$ cat src/rtl/pfc_pkg.sv
package pfc_pkg;
  typedef enum logic [1:0] {
    ACT_RUN   = 2'd0,
    ACT_HOLD  = 2'd1,
    ACT_FLUSH = 2'd2
  } stage_act_e;
endpackage

$ cat src/rtl/pfc_pc_reg.sv
module pfc_pc_reg
  import pfc_pkg::*;
#(
  parameter int AW = 32,
  parameter int IW = 32
) (
  input  logic          clk,
  input  logic          rst,
  input  stage_act_e    act,
  input  logic [AW-1:0] target,
  output logic [AW-1:0] pc_q
);
  localparam logic [AW-1:0] STEP = AW'(IW / 8);

  always_ff @(posedge clk) begin
    if (rst) begin
      pc_q <= '0;
    end else begin
      unique case (act)
        ACT_FLUSH: pc_q <= target;
        ACT_HOLD:  pc_q <= pc_q;
        default:   pc_q <= pc_q + STEP;
      endcase
    end
  end

  a_r9_step_wraps: assert property (@(posedge clk) disable iff (rst)
    (act == ACT_RUN) |=> (pc_q == AW'($past(pc_q) + STEP)));
endmodule

$ cat src/rtl/pfc_fd_reg.sv
module pfc_fd_reg
  import pfc_pkg::*;
#(
  parameter int AW = 32,
  parameter int IW = 32,
  parameter logic [IW-1:0] NOP_WORD = 32'h0000_0013
) (
  input  logic          clk,
  input  logic          rst,
  input  stage_act_e    act,
  input  logic [IW-1:0] word_in,
  input  logic [AW-1:0] pc_in,
  output logic          valid_q,
  output logic [IW-1:0] instr_q,
  output logic [AW-1:0] pc_q
);
  always_ff @(posedge clk) begin
    if (rst || act == ACT_FLUSH) begin
      valid_q <= 1'b0;
      instr_q <= NOP_WORD;
      pc_q    <= '0;
    end else if (act == ACT_RUN) begin
      valid_q <= 1'b1;
      instr_q <= word_in;
      pc_q    <= pc_in;
    end
  end

  a_r3_fd_held: assert property (@(posedge clk) disable iff (rst)
    (act == ACT_HOLD) |=> ($stable(instr_q) && $stable(pc_q) && $stable(valid_q)));

  a_r6_fd_bubbled: assert property (@(posedge clk) disable iff (rst)
    (act == ACT_FLUSH) |=> (!valid_q && instr_q == NOP_WORD));
endmodule

$ cat src/rtl/pfc_dx_reg.sv
module pfc_dx_reg
  import pfc_pkg::*;
#(
  parameter int RW = 5
) (
  input  logic          clk,
  input  logic          rst,
  input  stage_act_e    act,
  input  logic          src_valid,
  input  logic          reg_we_in,
  input  logic          mem_rd_in,
  input  logic          mem_wr_in,
  input  logic [RW-1:0] rd_in,
  output logic          valid_q,
  output logic          reg_we_q,
  output logic          mem_rd_q,
  output logic          mem_wr_q,
  output logic [RW-1:0] rd_q
);
  always_ff @(posedge clk) begin
    if (rst || act != ACT_RUN) begin
      valid_q  <= 1'b0;
      reg_we_q <= 1'b0;
      mem_rd_q <= 1'b0;
      mem_wr_q <= 1'b0;
      rd_q     <= '0;
    end else begin
      valid_q  <= src_valid;
      reg_we_q <= reg_we_in & src_valid;
      mem_rd_q <= mem_rd_in & src_valid;
      mem_wr_q <= mem_wr_in & src_valid;
      rd_q     <= src_valid ? rd_in : '0;
    end
  end

  a_r8_bubble_quiet: assert property (@(posedge clk) disable iff (rst)
    !valid_q |-> (!reg_we_q && !mem_rd_q && !mem_wr_q));
endmodule

$ cat src/rtl/pipe_front_ctrl.sv
module pipe_front_ctrl
  import pfc_pkg::*;
#(
  parameter int AW = 32,
  parameter int IW = 32,
  parameter int RW = 5,
  parameter logic [IW-1:0] NOP_WORD = 32'h0000_0013
) (
  input  logic          clk,
  input  logic          rst,
  input  logic [IW-1:0] fetch_word,
  input  logic          luse_req,
  input  logic          br_taken,
  input  logic [AW-1:0] br_target,
  input  logic          dec_reg_we,
  input  logic          dec_mem_rd,
  input  logic          dec_mem_wr,
  input  logic [RW-1:0] dec_rd,
  output logic [AW-1:0] pc,
  output logic          fd_valid,
  output logic [IW-1:0] fd_instr,
  output logic [AW-1:0] fd_pc,
  output logic          dx_valid,
  output logic          dx_reg_we,
  output logic          dx_mem_rd,
  output logic          dx_mem_wr,
  output logic [RW-1:0] dx_rd
);
  logic       stall_ok;
  stage_act_e front_act;
  stage_act_e back_act;

  // A request counts only against a real load that writes a real register.
  assign stall_ok = luse_req && dx_valid && dx_mem_rd && (dx_rd != '0);

  // Branch flush takes precedence over the load-use freeze.
  always_comb begin
    if (br_taken) begin
      front_act = ACT_FLUSH;
      back_act  = ACT_FLUSH;
    end else if (stall_ok) begin
      front_act = ACT_HOLD;
      back_act  = ACT_FLUSH;
    end else begin
      front_act = ACT_RUN;
      back_act  = ACT_RUN;
    end
  end

  pfc_pc_reg #(.AW(AW), .IW(IW)) u_pc (
    .clk(clk), .rst(rst), .act(front_act), .target(br_target), .pc_q(pc)
  );

  pfc_fd_reg #(.AW(AW), .IW(IW), .NOP_WORD(NOP_WORD)) u_fd (
    .clk(clk), .rst(rst), .act(front_act), .word_in(fetch_word), .pc_in(pc),
    .valid_q(fd_valid), .instr_q(fd_instr), .pc_q(fd_pc)
  );

  pfc_dx_reg #(.RW(RW)) u_dx (
    .clk(clk), .rst(rst), .act(back_act), .src_valid(fd_valid),
    .reg_we_in(dec_reg_we), .mem_rd_in(dec_mem_rd), .mem_wr_in(dec_mem_wr),
    .rd_in(dec_rd), .valid_q(dx_valid), .reg_we_q(dx_reg_we),
    .mem_rd_q(dx_mem_rd), .mem_wr_q(dx_mem_wr), .rd_q(dx_rd)
  );

  a_r1_reset_state: assert property (@(posedge clk)
    rst |=> (pc == '0 && !fd_valid && !dx_valid && fd_instr == NOP_WORD));

  a_r3_pc_frozen: assert property (@(posedge clk) disable iff (rst)
    (stall_ok && !br_taken) |=> (pc == $past(pc) && !dx_valid));

  a_r5_one_cycle: assert property (@(posedge clk) disable iff (rst)
    (stall_ok && !br_taken) |=> !stall_ok);

  a_r7_branch_wins: assert property (@(posedge clk) disable iff (rst)
    br_taken |=> (pc == $past(br_target) && !fd_valid && !dx_valid));
endmodule

$ cat config.mk
export PLATFORM = sky130hd
export DESIGN_NAME = pipe_front_ctrl
export DESIGN_NICKNAME = d
export VERILOG_FILES = /design/src/rtl/pfc_pkg.sv /design/src/rtl/pfc_pc_reg.sv /design/src/rtl/pfc_fd_reg.sv /design/src/rtl/pfc_dx_reg.sv /design/src/rtl/pipe_front_ctrl.sv
export SDC_FILE = /design/constraint.sdc
export NUM_CORES = 1
export LEC_CHECK = 0
export ABC_AREA = 0
export BUFFER_PORTS_ARGS = -buffer_cell sky130_fd_sc_hd__buf_2
export CAP_MARGIN = 0
export CORE_UTILIZATION = 43
export CTS_CLUSTER_DIAMETER = 80
export CTS_CLUSTER_SIZE = 30
export DETAILED_ROUTE_END_ITERATION = 8
export GPL_ROUTABILITY_DRIVEN = 0
export PLACE_DENSITY = 0.76
export SLEW_MARGIN = 20
export SYNTH_ARGS = -nofsm -noshare
export SYNTH_HDL_FRONTEND = slang
export SYNTH_SLANG_ARGS = --single-unit
$ cat constraint.sdc
create_clock -name clk -period 2 [get_ports clk]
set_clock_uncertainty 0.1 [all_clocks]
set_input_delay 0.4 -clock clk [delete_from_list [all_inputs] [get_ports clk]]
set_output_delay 0.4 -clock clk [all_outputs]
set_load 0.02 [all_outputs]
==> impl_metrics.env <==
export IMPL_synth_area_top_cells="dfxtp_1, nand2_1, a21oi_1"
export IMPL_grt_max_degree=51
export IMPL_slowest_stage="or4_4"
export IMPL_worstMarginPinSlew_ns=0.5178
export IMPL_critPathMaxFanout=5
export IMPL_die_h_um=102.6
export IMPL_wl_per_cell_um=16.85
export IMPL_root_buffer="clkbuf_8"
export IMPL_coreArea_um2=9774
export IMPL_clock_sinks=106
export IMPL_layout_drive_gt1_share_pct=53.21
export IMPL_drv_slew=0
export IMPL_fill_cells=751
export IMPL_placed_area_um2=5798
export IMPL_grt_pass1_wl_mm=21.00
export IMPL_port_buffers=181
export IMPL_synth_top_area_share_pct=48.74
export IMPL_hold_path_class="input port to flop"
export IMPL_nets=806
export IMPL_power_density_nw_per_um2=629.0
export IMPL_regToRegEndpoint="u_pc.pc_q[23]"
export IMPL_async_reset_ff_share_pct=0
export IMPL_synth_edff_count=0
export IMPL_syn_area_um2=4354
export IMPL_synthCells=502
export IMPL_setup_ws_ns=-0.2266
export IMPL_ys_seq_area_share_pct=48.74
export IMPL_cp_depth=6
export IMPL_ys_types=48
export IMPL_p_leak_nw=3.218
export IMPL_cts_path_max_buffers=2
export IMPL_cts_buffers=9
export IMPL_critPathMaxStageDelay_ns=0.58
export IMPL_syn2layout_area_growth_pct=53.85
export IMPL_grt_pass1_vias=4445
export IMPL_hold_depth=2
export IMPL_vias=4704
export IMPL_setup_tns_final_ns=-9.740
export IMPL_end_kind="flop"
export IMPL_clk_pin_slew_ns=0.11
export IMPL_start_util_pct=44.55
export IMPL_syn_nets=579
export IMPL_rsz0062_at_grt="yes"
export IMPL_min_from="dec_rd[0]"
export IMPL_routed_wirelength_mm=14.59
export IMPL_path_class="flop to flop"
export IMPL_clkLatencyLatePin_ns=0.38
export IMPL_drt_iter0_drc=188
export IMPL_io_pins=182
export IMPL_ys_ff_latch=106
export IMPL_status="finished with violations"
export IMPL_path_delay_family="simple AND/OR/NAND/NOR gates"
export IMPL_holdPathEnd="u_dx.rd_q[0]"
export IMPL_max_cap_viol_count=0
export IMPL_finalPower_mw=4.214
export IMPL_synth_common_cells="dfxtp_1, nand2_1, a21oi_1"
export IMPL_antenna_left=0
export IMPL_via_per_inst=5.432
export IMPL_final_util_pct=68.54
export IMPL_cp_required_ns=2.16
export IMPL_fin_crit_sh_pct=111.3
export IMPL_synth_main_ff_cell="dfxtp_1"
export IMPL_crit_chain="or4_4 > o2111ai_4 > buf_6 > and3_4 > a211oi_2 > a2111oi_1"
export IMPL_dieWidth_um=102.6
export IMPL_seq_area_um2=2140
export IMPL_route_detailed_drc=0
export IMPL_min_period_ns=2.227
export IMPL_multi_input_area_um2=2469
export IMPL_cts_max_level=3
export IMPL_rrSetupSlack_ns=-0.23
export IMPL_grt_usage_pct=25.85
export IMPL_gr_total_overflow=0
export IMPL_cts_hold_fix_buffers=0
export IMPL_critPathLaunchType="flop"
export IMPL_die_area_um2=10530
export IMPL_detailedPlace_worstSlack_ns=-0.2744
export IMPL_synth_top_cell_by_area="dfxtp_1"
export IMPL_regToRegStartpoint="u_dx.rd_q[2]"
export IMPL_dp_hpwl_mm=9.507
export IMPL_antenna_found_initial=0
export IMPL_max_slew_margin_pct=65.29
export IMPL_setup_viol_count_final=94
export IMPL_cp_buffers_inverters=1
export IMPL_finalHoldViolCount=0
export IMPL_antenna_diode_count=0
export IMPL_ys_warn_count=0
export IMPL_final_area_um2=6699
export IMPL_synth_area_per_cell_um2=8.674
export IMPL_violations="negative setup slack"
export IMPL_r2r_cells=6
export IMPL_worstPathArrival_ns=2.39
export IMPL_synth_most_common_cell="dfxtp_1"
export IMPL_num_rows=36
export IMPL_timing_fmax_ghz=0.4491
export IMPL_drt_pre_antenna_iters=4
export IMPL_cts_tree="built"
export IMPL_irDropWorstVdd_mv=0.3658
-- worst register-to-register path: cells and delay by family (launching register included) --
| family | cells | cell delay, ns |
|---|---|---|
| simple gates | 2 | 0.80 |
| compound gates | 3 | 0.70 |
| flops | 1 | 0.34 |
| buf+inv | 1 | 0.18 |
-- per-layer routing --
layer	global-route usage, %	vias up	part of all wire (%)
met5	0	-	0
met4	11.98	0	3.0
met3	5.220	37	7.5
met2	43.79	226	49
met1	31.52	2238	41
li1	-	2203	-
-- metrics by stage --
stage	std cells	hold slack, ns
floorplan	502	0.4146
global placement	829	0.3362
detailed placement	829	0.3437
CTS	860	0.1162
global route	866	0.1176
finish	866	0.1185
-- how the worst max path moves through the flow --
| stage | endpoint | startpoint | slack (ns) |
|---|---|---|---|
| 6_report | u_pc.pc_q[23] | u_dx.rd_q[2] | -0.23 |
| 5_1_grt | u_pc.pc_q[17] | u_dx.rd_q[2] | -0.28 |
| 3_5_place_dp | u_pc.pc_q[10] | u_dx.rd_q[2] | -0.27 |
| 2_1_floorplan | u_pc.pc_q[25] | u_dx.rd_q[2] | -0.16 |
| 4_1_cts | u_pc.pc_q[31] | u_dx.rd_q[4] | -0.20 |
| 3_3_place_gp | u_pc.pc_q[29] | u_dx.rd_q[2] | -0.20 |
-- report_power, final --
group / leakage, nW / switching, mW / internal [mW]
combinational: 2.26 / 0.401 / 0.291
sequential: 0.872 / 0.0607 / 2.20
clock: 0.0878 / 0.735 / 0.529
-- what timing repair did --
| action | 4_1_cts | 5_1_grt |
|---|---|---|
| endpoints found under the setup margin | 88 | 101 |
| pin swaps | 40 | 37 |
| gates resized for setup | 39 | 90 |
| setup buffers | 12 | 6 |
| gates cloned | 4 | 3 |
-- cell type report --
| type | count | area share, % |
|---|---|---|
| clock buffer | 12 | 2.335 |
| clock inverter | 3 | 0.3736 |
| inverter | 24 | 1.345 |
| multi-input combinational | 336 | 36.85 |
| sequential | 106 | 31.94 |
| tap | 133 | 2.484 |
| timing repair buffer | 252 | 24.67 |
-- registers in the layout, summed over array words and instances, names as in the netlist --
name / count
u_dx.valid_q: 1
u_fd.valid_q: 1
u_dx.mem_wr_q: 1
u_dx.rd_q: 5
u_pc.pc_q: 32
u_dx.mem_rd_q: 1
u_fd.pc_q: 32
u_dx.reg_we_q: 1
u_fd.instr_q: 32
-- cell families after synthesis --
| family | count (synthesis) | synth area share (%) |
|---|---|---|
| and+or+nand+nor | 186 | 21.03 |
| AOI/OAI and AO/OA | 125 | 19.66 |
| DFF | 106 | 48.74 |
| buffers and inverters | 63 | 5.977 |
| xor gates and xnor gates | 18 | 3.621 |
| muxes | 3 | 0.6897 |
| adders and majority gates | 1 | 0.2873 |
-- layout by cell type, fill, tap and decap left out, drive strengths merged, types with 12 or more instances in the layout --
cell | netlist | final
xor2 | 13 | 13
buf | 11 | 249
dfxtp | 106 | 106
o221a | 19 | 19
nor2 | 15 | 15
inv | 24 | 24
o21a | 16 | 16
nand2 | 100 | 100
nand3 | 11 | 12
clkbuf | 28 | 15
a21oi | 66 | 66
Power figures use the tool's default switching activity.
